**src/rtl/amc_pkg.sv**
```systemverilog
package amc_pkg;
  typedef enum logic [1:0] {
    PH_IDLE   = 2'd0,
    PH_SETUP  = 2'd1,
    PH_STROBE = 2'd2,
    PH_HOLD   = 2'd3
  } phase_e;
endpackage

```
**src/rtl/amc_ready_sync.sv**
```systemverilog
module amc_ready_sync #(
  parameter int STAGES = 2
) (
  input  logic clk,
  input  logic rst_n,
  input  logic din,
  output logic dout
);
  logic [STAGES-1:0] sync_q;
  logic [STAGES-1:0] sync_d;

  always_comb sync_d = {sync_q[STAGES-2:0], din};

  always_ff @(posedge clk or negedge rst_n) begin
    if (!rst_n) sync_q <= '1;
    else        sync_q <= sync_d;
  end

  assign dout = sync_q[STAGES-1];
endmodule

```
**src/rtl/amc_sequencer.sv**
```systemverilog
module amc_sequencer
  import amc_pkg::*;
#(
  parameter int PW = 4
) (
  input  logic          clk,
  input  logic          rst_n,
  input  logic          start,
  input  logic [PW-1:0] setup_cfg,
  input  logic [PW-1:0] strobe_cfg,
  input  logic [PW-1:0] hold_cfg,
  input  logic          rdy_sync,
  output phase_e        phase,
  output logic          capture,
  output logic          done
);
  localparam logic [PW-1:0] ONE = PW'(1);
  localparam logic [PW-1:0] WIN = PW'(2);

  phase_e        ph_q, ph_d;
  logic [PW-1:0] cnt_q, cnt_d;
  logic [PW-1:0] stb_q, hld_q;
  logic          done_q, done_d;
  logic          len_ld;

  function automatic logic [PW-1:0] at_least_one(input logic [PW-1:0] v);
    return (v == '0) ? ONE : v;
  endfunction

  always_comb begin
    ph_d    = ph_q;
    cnt_d   = cnt_q;
    done_d  = 1'b0;
    capture = 1'b0;
    len_ld  = 1'b0;
    unique case (ph_q)
      PH_IDLE: begin
        if (start) begin
          ph_d   = PH_SETUP;
          cnt_d  = at_least_one(setup_cfg) - ONE;
          len_ld = 1'b1;
        end
      end
      PH_SETUP: begin
        if (cnt_q == '0) begin
          ph_d  = PH_STROBE;
          cnt_d = stb_q - ONE;
        end else begin
          cnt_d = cnt_q - ONE;
        end
      end
      PH_STROBE: begin
        // inside the last-three-cycle window a low ready parks the count
        if ((cnt_q <= WIN) && !rdy_sync) begin
          cnt_d = WIN;
        end else if (cnt_q == '0) begin
          ph_d    = PH_HOLD;
          cnt_d   = hld_q - ONE;
          capture = 1'b1;
        end else begin
          cnt_d = cnt_q - ONE;
        end
      end
      PH_HOLD: begin
        if (cnt_q == '0) begin
          ph_d   = PH_IDLE;
          done_d = 1'b1;
        end else begin
          cnt_d = cnt_q - ONE;
        end
      end
      default: ph_d = PH_IDLE;
    endcase
  end

  always_ff @(posedge clk or negedge rst_n) begin
    if (!rst_n) begin
      ph_q   <= PH_IDLE;
      cnt_q  <= '0;
      done_q <= 1'b0;
    end else begin
      ph_q   <= ph_d;
      cnt_q  <= cnt_d;
      done_q <= done_d;
    end
  end

  always_ff @(posedge clk or negedge rst_n) begin
    if (!rst_n) begin
      stb_q <= ONE;
      hld_q <= ONE;
    end else if (len_ld) begin
      stb_q <= at_least_one(strobe_cfg);
      hld_q <= at_least_one(hold_cfg);
    end
  end

  assign phase = ph_q;
  assign done  = done_q;
endmodule

```
**src/rtl/amc_access_regs.sv**
```systemverilog
module amc_access_regs #(
  parameter int AW = 20,
  parameter int DW = 16,
  parameter int BW = DW / 8
) (
  input  logic          clk,
  input  logic          rst_n,
  input  logic          load,
  input  logic          wr_in,
  input  logic [AW-1:0] addr_in,
  input  logic [BW-1:0] be_in,
  input  logic [DW-1:0] wdata_in,
  input  logic          capture,
  input  logic [DW-1:0] rdata_in,
  output logic          wr_q,
  output logic [AW-1:0] addr_q,
  output logic [BW-1:0] be_q,
  output logic [DW-1:0] wdata_q,
  output logic [DW-1:0] rdata_q
);
  logic cap_en;

  always_comb cap_en = capture && !wr_q;

  always_ff @(posedge clk or negedge rst_n) begin
    if (!rst_n) begin
      wr_q    <= 1'b0;
      addr_q  <= '0;
      be_q    <= '0;
      wdata_q <= '0;
    end else if (load) begin
      wr_q    <= wr_in;
      addr_q  <= addr_in;
      be_q    <= be_in;
      wdata_q <= wdata_in;
    end
  end

  always_ff @(posedge clk or negedge rst_n) begin
    if (!rst_n)      rdata_q <= '0;
    else if (cap_en) rdata_q <= rdata_in;
  end
endmodule

```
**src/rtl/amc_async_ctrl.sv**
```systemverilog
module amc_async_ctrl
  import amc_pkg::*;
#(
  parameter int AW          = 20,
  parameter int DW          = 16,
  parameter int PW          = 4,
  parameter int SYNC_STAGES = 2
) (
  input  logic             clk,
  input  logic             rst_n,
  input  logic             req_valid,
  input  logic             req_write,
  input  logic [AW-1:0]    req_addr,
  input  logic [DW/8-1:0]  req_be,
  input  logic [DW-1:0]    req_wdata,
  input  logic [PW-1:0]    cfg_rd_setup,
  input  logic [PW-1:0]    cfg_rd_strobe,
  input  logic [PW-1:0]    cfg_rd_hold,
  input  logic [PW-1:0]    cfg_wr_setup,
  input  logic [PW-1:0]    cfg_wr_strobe,
  input  logic [PW-1:0]    cfg_wr_hold,
  output logic             busy,
  output logic             done,
  output logic [DW-1:0]    rd_data,
  output logic             mem_ce_n,
  output logic [AW-1:0]    mem_addr,
  output logic [DW/8-1:0]  mem_be_n,
  output logic             mem_oe_n,
  output logic             mem_re_n,
  output logic             mem_we_n,
  output logic [DW-1:0]    mem_wdata,
  output logic             mem_wdata_en,
  input  logic [DW-1:0]    mem_rdata,
  input  logic             mem_ready
);
  localparam int BW = DW / 8;

  phase_e        phase;
  logic          rdy_sync;
  logic          accept;
  logic          capture;
  logic          active;
  logic          wr_q;
  logic [BW-1:0] be_q;
  logic [PW-1:0] sel_setup, sel_strobe, sel_hold;

  always_comb begin
    accept     = req_valid && (phase == PH_IDLE);
    sel_setup  = req_write ? cfg_wr_setup  : cfg_rd_setup;
    sel_strobe = req_write ? cfg_wr_strobe : cfg_rd_strobe;
    sel_hold   = req_write ? cfg_wr_hold   : cfg_rd_hold;
  end

  amc_ready_sync #(.STAGES(SYNC_STAGES)) u_sync (
    .clk  (clk),
    .rst_n(rst_n),
    .din  (mem_ready),
    .dout (rdy_sync)
  );

  amc_sequencer #(.PW(PW)) u_seq (
    .clk       (clk),
    .rst_n     (rst_n),
    .start     (accept),
    .setup_cfg (sel_setup),
    .strobe_cfg(sel_strobe),
    .hold_cfg  (sel_hold),
    .rdy_sync  (rdy_sync),
    .phase     (phase),
    .capture   (capture),
    .done      (done)
  );

  amc_access_regs #(.AW(AW), .DW(DW), .BW(BW)) u_regs (
    .clk     (clk),
    .rst_n   (rst_n),
    .load    (accept),
    .wr_in   (req_write),
    .addr_in (req_addr),
    .be_in   (req_be),
    .wdata_in(req_wdata),
    .capture (capture),
    .rdata_in(mem_rdata),
    .wr_q    (wr_q),
    .addr_q  (mem_addr),
    .be_q    (be_q),
    .wdata_q (mem_wdata),
    .rdata_q (rd_data)
  );

  always_comb begin
    active       = (phase != PH_IDLE);
    busy         = active;
    mem_ce_n     = !active;
    mem_be_n     = active ? ~be_q : '1;
    mem_oe_n     = !(active && !wr_q);
    mem_wdata_en = active && wr_q;
    mem_re_n     = !((phase == PH_STROBE) && !wr_q);
    mem_we_n     = !((phase == PH_STROBE) && wr_q);
  end
endmodule

```
**config.mk**
```make
export PLATFORM = sky130hd
export DESIGN_NAME = amc_async_ctrl
export DESIGN_NICKNAME = d
export VERILOG_FILES = /design/src/rtl/amc_pkg.sv /design/src/rtl/amc_ready_sync.sv /design/src/rtl/amc_sequencer.sv /design/src/rtl/amc_access_regs.sv /design/src/rtl/amc_async_ctrl.sv
export SDC_FILE = /design/constraint.sdc
export NUM_CORES = 1
export LEC_CHECK = 0
export ABC_AREA = 1
export BUFFER_PORTS_ARGS = -buffer_cell sky130_fd_sc_hd__buf_2
export CAP_MARGIN = 0
export CORE_MARGIN = 4
export CORE_UTILIZATION = 30
export DETAILED_ROUTE_END_ITERATION = 12
export GPL_TIMING_DRIVEN = 1
export MAX_ROUTING_LAYER = met4
export PLACE_DENSITY = 0.65
export SLEW_MARGIN = 20
export SYNTH_ARGS = -nofsm -noshare
export SYNTH_HDL_FRONTEND = slang
export SYNTH_SLANG_ARGS = --single-unit
```
**constraint.sdc**
```tcl
create_clock -name clk -period 1.9 [get_ports clk]
set_clock_uncertainty 0.2 [all_clocks]
set_input_delay 0.19 -clock clk [delete_from_list [all_inputs] [get_ports clk]]
set_output_delay 0.19 -clock clk [all_outputs]
set_load 0.01 [all_outputs]
```
Word-level counts from Yosys, hierarchy flattened:

Cells that the tools add are included.
W data, S select, Z words.

* flip-flop bits (word level): 72
* logic and storage cells: 72
* output and inout port bits: 61
* input port bits: 83

* multiplexer cells: 25
* reductions and logical operators: 21
* bitwise gates (word level): 1
* $add $sub $neg: 4
* magnitude comparators: 1
* equality and inequality tests: 9

Operators by type and width (number)
* $mux W4: 11
* $logic_not A4 Y1: 4
* $pmux W4 S4: 1
* $sub A4 B1 Y4 const B: 4
* $mux W2: 6
* $pmux W2 S4: 1
* $logic_and A1 B1 Y1: 7
* $logic_not A1 Y1: 6
* $mux W1: 6
* $ne A2 B1 Y1 const B: 3
* $ne A2 B2 Y1 const B: 3
* $reduce_and A5 Y1: 1
* $eq A2 B2 Y1 const B: 2
* $le A4 B2 Y1 const B: 1
* $eq A2 B1 Y1 const B: 1
* $logic_not A2 Y1: 1
* $not A2 Y2: 1
* $reduce_and A2 Y1: 1
* $reduce_bool A2 Y1: 1

Depth between registers and ports, before layout:

Gate-level depths: netlist of the first run.

* word-level depth: 6
* depth in mapped cells: 13
* mapped depth without buffers: 13

Cells and area by module:

A second synthesis of the first run with hierarchy kept.

* cell total of the unflattened synthesis: 451
* area total of the unflattened synthesis: 3724.8 um^2

Modules (own cells, without submodules)
* amc_access_regs: times used 1, area an instance 2331.0 um^2, seq. area each 1376.3 um^2, cells an instance 234
* amc_sequencer: times used 1, area an instance 1132.3 um^2, seq. area each 377.9 um^2, cells an instance 163
* amc_async_ctrl: times used 1, area an instance 209.0 um^2, seq. area each 0.0 um^2, cells an instance 52
* amc_ready_sync: times used 1, area an instance 52.6 um^2, seq. area each 52.6 um^2, cells an instance 2

Least setup slack after synthesis of the first run:

Ideal clock, no wire load.

* path type: reg2reg
* from: register u_seq.ph_q[0] (netlist: u_seq.phase[0])
* to: register u_seq.cnt_q[2]
* required time: 1.584 ns
* library setup time: 0.116 ns
* period minus slack after synthesis: 1.801 ns
* stages on the path, launching flop included: 12
* slack: 0.099 ns
* path buffers: 1
* arrival: 1.484 ns
* cell sequence: dfrtp_1 > inv_1 > ha_1 > buf_6 > inv_2 > or2_1 > o21ai_4 > inv_2 > o21ai_2 > inv_2 > nand2_1 > nand2_1

* longest elaborated chain between the ends: 4
* elaborated cells on any way between the ends: 9
* those cells by class: 5 x eq/ne; 1 x mux; 3 x reduce/logical

Ends and longest elaborated chain
* from (decl): line amc_sequencer.sv:20 `phase_e ph_q, ph_d;`
* from (signal assigned): line amc_sequencer.sv:82 `ph_q <= ph_d;`
* $logic_not A2 Y1: line amc_sequencer.sv:36, amc_async_ctrl.sv:48
* $logic_and A1 B1 Y1: line amc_async_ctrl.sv:48 `accept = req_valid && (phase == PH_IDLE);`
* $ne A2 B2 Y1 (no line)
* $reduce_and A2 Y1 (no line)
* to (signal assigned): line amc_sequencer.sv:83 `cnt_q <= cnt_d;`
* to (decl): line amc_sequencer.sv:21 `logic [PW-1:0] cnt_q, cnt_d;`

Parallel ways exist; a longest one is shown, timed or not.
A chain may end at the register's enable or synchronous reset.

Worst setup path in the final report of the first run:

* from: register u_seq.ph_q[0] (netlist: u_seq.phase[0])
* to: output port mem_be_n[0]

* longest elaborated chain between the ends: 2

Ends and longest elaborated chain
* $reduce_bool A2 Y1: line amc_async_ctrl.sv:92 `active = (phase != PH_IDLE);`
* $mux W2: line amc_async_ctrl.sv:95 `mem_be_n = active ? ~be_q : '1;`
* to (decl): line amc_async_ctrl.sv:27 `output logic [DW/8-1:0] mem_be_n,`

Every way passes these cells.

==> results.tsv, run 1 <==
metric	value	unit
worst_slack	0.110	ns
grt.overflow.total	0	
yosys-mux-area-fraction	0.00569	
io_buffers	143	
outcome	completed	
cp_max_fo	6	
slew_viol_final	0	
synth_seq_cells	72	
syn_area	3520	µm²
yosys.area.top_type_share	0.483	
fin_util	0.477	
p_leak	3.02	nW
crit_family	buffers and inverters	
synth_compound_area_frac	0.0850	
die_w	116	µm
ys_warn_count	0	
clockRootBuffer	clkbuf_16	
cts.sink_count	72	
drive_gt1_frac	0.319	
p_per_area	1520	nW/µm²
hp-class	input pin to register	
final_nets	740	
via_per_inst	4.37	
synth_fa_ha_area_frac	0.0355	
coreArea	11500	µm²
start_util	0.307	
path_cells	inv_1 -> ha_2 -> inv_2 -> buf_4 -> nand2_1 -> buf_2	
die_height	116	µm
critPathKind	register to primary output	
synth.area.top_cells	dfrtp_1, nand2_1, inv_1	
yosysTopAreaCell	dfrtp_1	
seq_area_frac_synth	0.513	
vias	3477	
antenna_found_initial	0	
cp.arrival	1.40	ns
synthSimpleGateAreaFrac	0.271	
postSynthCellCount	431	
required	1.51	ns
pre_cts_slack	-0.0201	ns
clk_latency	0.33	ns
fin_crit_sh	0.942	
critPathBufInv	4	
worstSetupStartpointType	register	
crit_slowest_cell	dfrtp_1	
grt_usage	0.158	
final_cell_mix	nand2_1, buf_2, dfrtp_1, dlygate4sd3_1, inv_1	
syn_area_per_cell	8.17	µm²
period_needed	1.79	ns
rsz0062_at_grt	no	
layout_commonest_cell	nand2_1	
dieArea	13500	µm²
syn2layout_area_growth	55.5	%
fmax	0.559	GHz
synth_xor_xnor_area_share	0.00747	
peakVddDrop	0.000704	V
synth_top_family_by_area	simple AND/OR/NAND/NOR gates	
cts_max_level	3	
ant_nets	0	
grt_pass1_wl	16600	µm
dp_hpwl	7010	µm
clk_path_buf_depth	2	
drt-initial-drc-count	173	
wirelength	10300	µm
worst_slew_pin_slew	0.403	ns
cp-end-kind	primary output	
setup_viol	0	
drt_first_pass_iters	4	
hold_viol_final	0	
max_slew_margin	0.731	
cts_tree	yes	
grt_pass1_vias	3484	
io_pins	144	
path_clk_slew	0.06	ns
diodes	0	
numCtsBuffers	9	
max_stage_delay	0.39	ns
synth.distinct_cells	30	
grt_max_degree	48	
gp_congestion	0.864	
drc	0	
syn-num-nets	524	
maxCapViolCount	0	
fp-row-count	39	
wl_per_cell	13.0	µm
-- power breakdown --
part | internal [mW] | switching (mW)
combinational | 1.51 | 2.10
sequential | 2.27 | 0.441
clock | 1.29 | 0.679
-- registers in the layout, summed over array words and instances, names as in the netlist, 4 cells and up --
register,cells
u_regs.addr_q,20
u_regs.rdata_q,16
u_regs.wdata_q,16
u_seq.cnt_q,4
u_seq.hld_q,4
u_seq.stb_q,4
-- worst paths after layout --
check | slack (ns) | from | end | cells after the start
setup reg to reg | 0.16 | u_seq.phase[0]$_DFFE_PN0P_ | u_seq.hld_q[0]$_DFFE_PN1P_ | 8
min in group asynchronous | 0.14 | rst_n | u_regs.addr_q[6]$_DFFE_PN0P_ | 2
hold / removal | 0.0006 | cfg_wr_strobe[0] | u_seq.stb_q[0]$_DFFE_PN1P_ | 3
max in group asynchronous | 0.73 | rst_n | u_sync.sync_q[1]$_DFF_PN1_ | 3
setup / recovery | 0.11 | u_seq.phase[0]$_DFFE_PN0P_ | mem_be_n[0] | 6
hold reg to reg | 0.16 | u_sync.sync_q[0]$_DFF_PN1_ | u_sync.sync_q[1]$_DFF_PN1_ | 0
-- routing by layer --
layer | global-route usage | vias up | wire [µm]
met3 | 0.0425 | 9 | 615
met1 | 0.193 | 1598 | 4410
met5 | - | - | 0
met2 | 0.264 | 116 | 5160
met4 | 0.0363 | 0 | 112
li1 | - | 1754 | -
-- per-stage QoR --
step / cell area [µm²] / hold WS [ns] / instances / power [mW] / setup TNS [ns]
3_5_place_dp: 4400 / -0.0467 / 710 / 6.12 / -0.0853
6_report: 5470 / 0.000631 / 795 / 8.30 / 0
3_3_place_gp: 4400 / -0.0559 / 710 / 6.01 / 0
4_1_cts: 5420 / 0.00303 / 792 / 8.31 / 0
5_1_grt: 5470 / 0.0241 / 795 / 9.01 / 0
2_1_floorplan: 3520 / -0.306 / 431 / 4.86 / 0
-- cells by family after synthesis --
kind of cell / after synthesis
mux: 2
buf+inv: 64
compound gates: 45
simple gates: 235
xor+xnor: 3
flops: 72
fa+ha+maj: 10
-- cell type report --
cell class,count,area [µm²]
fillers,1080,5990
clock buffers,10,229
inverters,47,176
multi-input cells,296,1460
flip-flops and latches,72,1810
well taps,143,179
repair buffers,221,1510
clock inverters,6,115
-- worst register-to-register path, stage by stage (launching register included) --
cell      delay [ns]
dfrtp_1         0.39
inv_1           0.10
ha_2            0.21
nand2_1         0.13
inv_1           0.17
nand2_1         0.07
a21oi_1         0.17
nand4_1         0.12
o311ai_1        0.09
-- synth_stat cells --
cell	instances
nand2_1	197
dfrtp_1	68
inv_1	42
nor2_1	14
o21ai_2	14
nand3_1	13
buf_2	10
ha_1	10
o21ai_1	10
a21oi_1	8
o21ai_0	7
buf_6	5
inv_2	5
dfstp_2	4
a31oi_1	3
xor2_1	3
clkbuf_1	2
mux2i_1	2
nand2_2	2
nand4_1	2
and2_4	1
nand2_4	1
nand3_2	1
nand4_4	1
nor2_2	1
o211ai_1	1
o21ai_4	1
o311ai_1	1
or2_1	1
or2_2	1
-- what timing repair did --
| action | CTS | global route |
|---|---|---|
| endpoints found under the setup margin | 15 | 44 |
| pin swaps | 1 | 1 |
| gates resized for setup | 1 | 7 |
| hold buffers | 65 | 0 |
| buffers inserted | 0 | 3 |
| endpoints found under the hold margin | 128 | 0 |
| gates cloned | 1 | 0 |
Note: power is estimated with default switching activity, not from simulation.
==> run 2, diff against run 1 <==
--- a/config.mk
+++ b/config.mk
@@ -14,6 +14,7 @@
 export GPL_TIMING_DRIVEN = 1
 export MAX_ROUTING_LAYER = met4
 export PLACE_DENSITY = 0.65
+export SETUP_SLACK_MARGIN = 0.2
 export SLEW_MARGIN = 20
 export SYNTH_ARGS = -nofsm -noshare
 export SYNTH_HDL_FRONTEND = slang
==> results.tsv, run 2 (same netlist as run 1, synthesis figures left out) <==
metric	value	unit	change
outcome	complete, but fails checks		
via_per_inst	4.44		+1.4%
period_needed	1.72	ns	-0.0703 ns
diodes	0		unchanged
grt_max_degree	41		-15%
top_layer	met4		
worst_slew_pin_slew	0.445	ns	+0.0419 ns
io_pins	144		unchanged
path_clk_slew	0.06	ns	about the same
cts_max_level	3		unchanged
dr_wl_met2	5550	µm	+7.5%
gp_congestion	0.866		+0.20%
ant_nets	0		unchanged
max_slew_margin	0.703		-0.0280
internal_power	5.44	mW	+7.1%
violations	hold timing		
wl_per_cell	13.4	µm	+3.0%
fmax	0.582	GHz	+4.1%
start_util	0.307		unchanged
drt-initial-drc-count	155		-10%
grt_pass1_vias	3699		+6.2%
comb_power_share	0.474		+0.038
clk_path_buf_depth	2		unchanged
top_regs	u_regs.addr_q: 20 flops, u_regs.rdata_q: 16 flops, u_regs.wdata_q: 16 flops		
antenna_found_initial	0		unchanged
coreArea	11500	µm²	unchanged
fin_cells	813		+2.3%
rsz0062_at_grt	yes		
slew_viol_final	0		unchanged
die_w	116	µm	unchanged
fp-row-count	39		unchanged
drive_gt1_frac	0.378		+0.0586
cts.sink_count	72		unchanged
maxCapViolCount	0		unchanged
placed_cells	711		+0.14%
netSwitchingPower	3.48	mW	+8.1%
seq_power_share	0.308		-0.019
wirelength	10900	µm	+5.4%
drt_first_pass_iters	6		+2
fin_crit_sh	0.905		-0.0370
worst_slack	0.181	ns	+0.0703 ns
hold_viol_final	1		+1
peakVddDrop	0.000955	V	+36%
largest_reg_flops	20		unchanged
regMostFlops	u_regs.addr_q		
dieArea	13500	µm²	unchanged
p_leak	3.12	nW	+3.2%
wl_met3	560	µm	-8.9%
hold_ws	-0.0151	ns	-0.0157 ns
grt.overflow.total	0		unchanged
clkPwrFrac	0.219		-0.019
layout_commonest_cell	nand2_1		
setup_viol	0		unchanged
hp-class	input pin to register		
p_per_area	1550	nW/µm²	+2.1%
die_height	116	µm	unchanged
cp-end-kind	register		
clk_latency	0.32	ns	about the same
io_buffers	143		unchanged
switching_share	0.391		+0.00216
syn2layout_area_growth	63.7	%	
required	1.91	ns	+0.40 ns
vias	3606		+3.7%
pre_cts_slack	-0.0419	ns	-0.0218 ns
fin_tns_setup	0	ns	unchanged
wl_met1	4520	µm	+2.4%
dp_hpwl	6940	µm	-1.0%
cp.arrival	1.73	ns	+0.33 ns
critical_path.startpoint	u_seq.cnt_q[1]$_DFFE_PN0P_		
worstSetupStartpointType	register		
grt_pass1_wl	17200	µm	+3.5%
critPathKind	register to register		
clockRootBuffer	clkbuf_16		
final_nets	758		+2.4%
final_cell_mix	nand2_1, buf_2, dfrtp_1, dlygate4sd3_1, inv_1		
cts_tree	yes		
worstHoldStart	cfg_rd_strobe[0]		
grt_usage	0.163		+0.00466
drc	0		unchanged
regToRegStartpoint	u_seq.cnt_q[1]$_DFFE_PN0P_		
numCtsBuffers	9		unchanged
cp_max_fo	5		-1
-- run 2: power groups by stage --
| stage | clock [mW] | combinational (mW) | sequential, mW |
|---|---|---|---|
| after floorplan | 0 | 1.97 | 2.91 |
| after global placement | 0 | 3.33 | 2.69 |
| after detailed placement | 0 | 3.40 | 2.71 |
| after CTS | 2.03 | 3.84 | 2.72 |
| after global routing | 2.08 | 4.72 | 2.84 |
| final | 1.95 | 4.23 | 2.74 |
-- run 2: final timing paths --
kind                       slack [ns]                          to  cells past startpoint
min in group asynchronous        0.15        u_seq.done$_DFF_PN0_                      2
setup reg to reg                 0.18  u_seq.cnt_q[1]$_DFFE_PN0P_                     10
hold reg to reg                  0.15  u_sync.sync_q[1]$_DFF_PN1_                      0
max in group asynchronous        0.73  u_seq.stb_q[0]$_DFFE_PN1P_                      3
hold / removal                  -0.02  u_seq.stb_q[0]$_DFFE_PN1P_                      3
setup / recovery                 0.18  u_seq.cnt_q[1]$_DFFE_PN0P_                     10
-- run 2: metal layers --
layer / up-vias / GRT usage
li1: 1804 / -
met1: 1653 / 0.190
met2: 125 / 0.282
met3: 24 / 0.0347
met4: 0 / 0.0510
met5: - / -
-- run 2: worst max-delay path, stage by stage (launching register included) --
cell and delay, ns:
dfrtp_1 0.43, inv_2 0.13, ha_4 0.15, nand2_4 0.07, buf_6 0.14, nand2_1 0.07
nand2_1 0.05, o21ai_1 0.12, nand3_1 0.10, nand2_1 0.07, o21ai_1 0.06
-- run 2: repair_timing --
item | 4_1_cts | 5_1_grt
setup endpoints to repair | 59 | 49
resized for setup | 19 | 32
hold buffers | 65 | 0
gates cloned | 2 | 1
buffers inserted | 9 | 10
endpoints found under the hold margin | 93 | 0
pin swaps | 3 | 7
-- run 2: area by class of cell --
type	instances	area, µm²
fillers	1032	5710
flip-flops and latches	72	1810
repair buffers	238	1640
multi-input cells	297	1600
clock buffers	10	229
inverters	47	190
well taps	143	179
clock inverters	6	116
-- run 2: per-stage QoR --
| stage | power (mW) | util | cell area, µm² |
|---|---|---|---|
| floorplan | 4.88 | - | 3530 |
| global placement | 6.02 | 0.384 | 4410 |
| global route | 9.64 | 0.502 | 5760 |
| CTS | 8.58 | 0.486 | 5570 |
| detailed placement | 6.11 | 0.384 | 4410 |
| finish | 8.92 | 0.502 | 5760 |
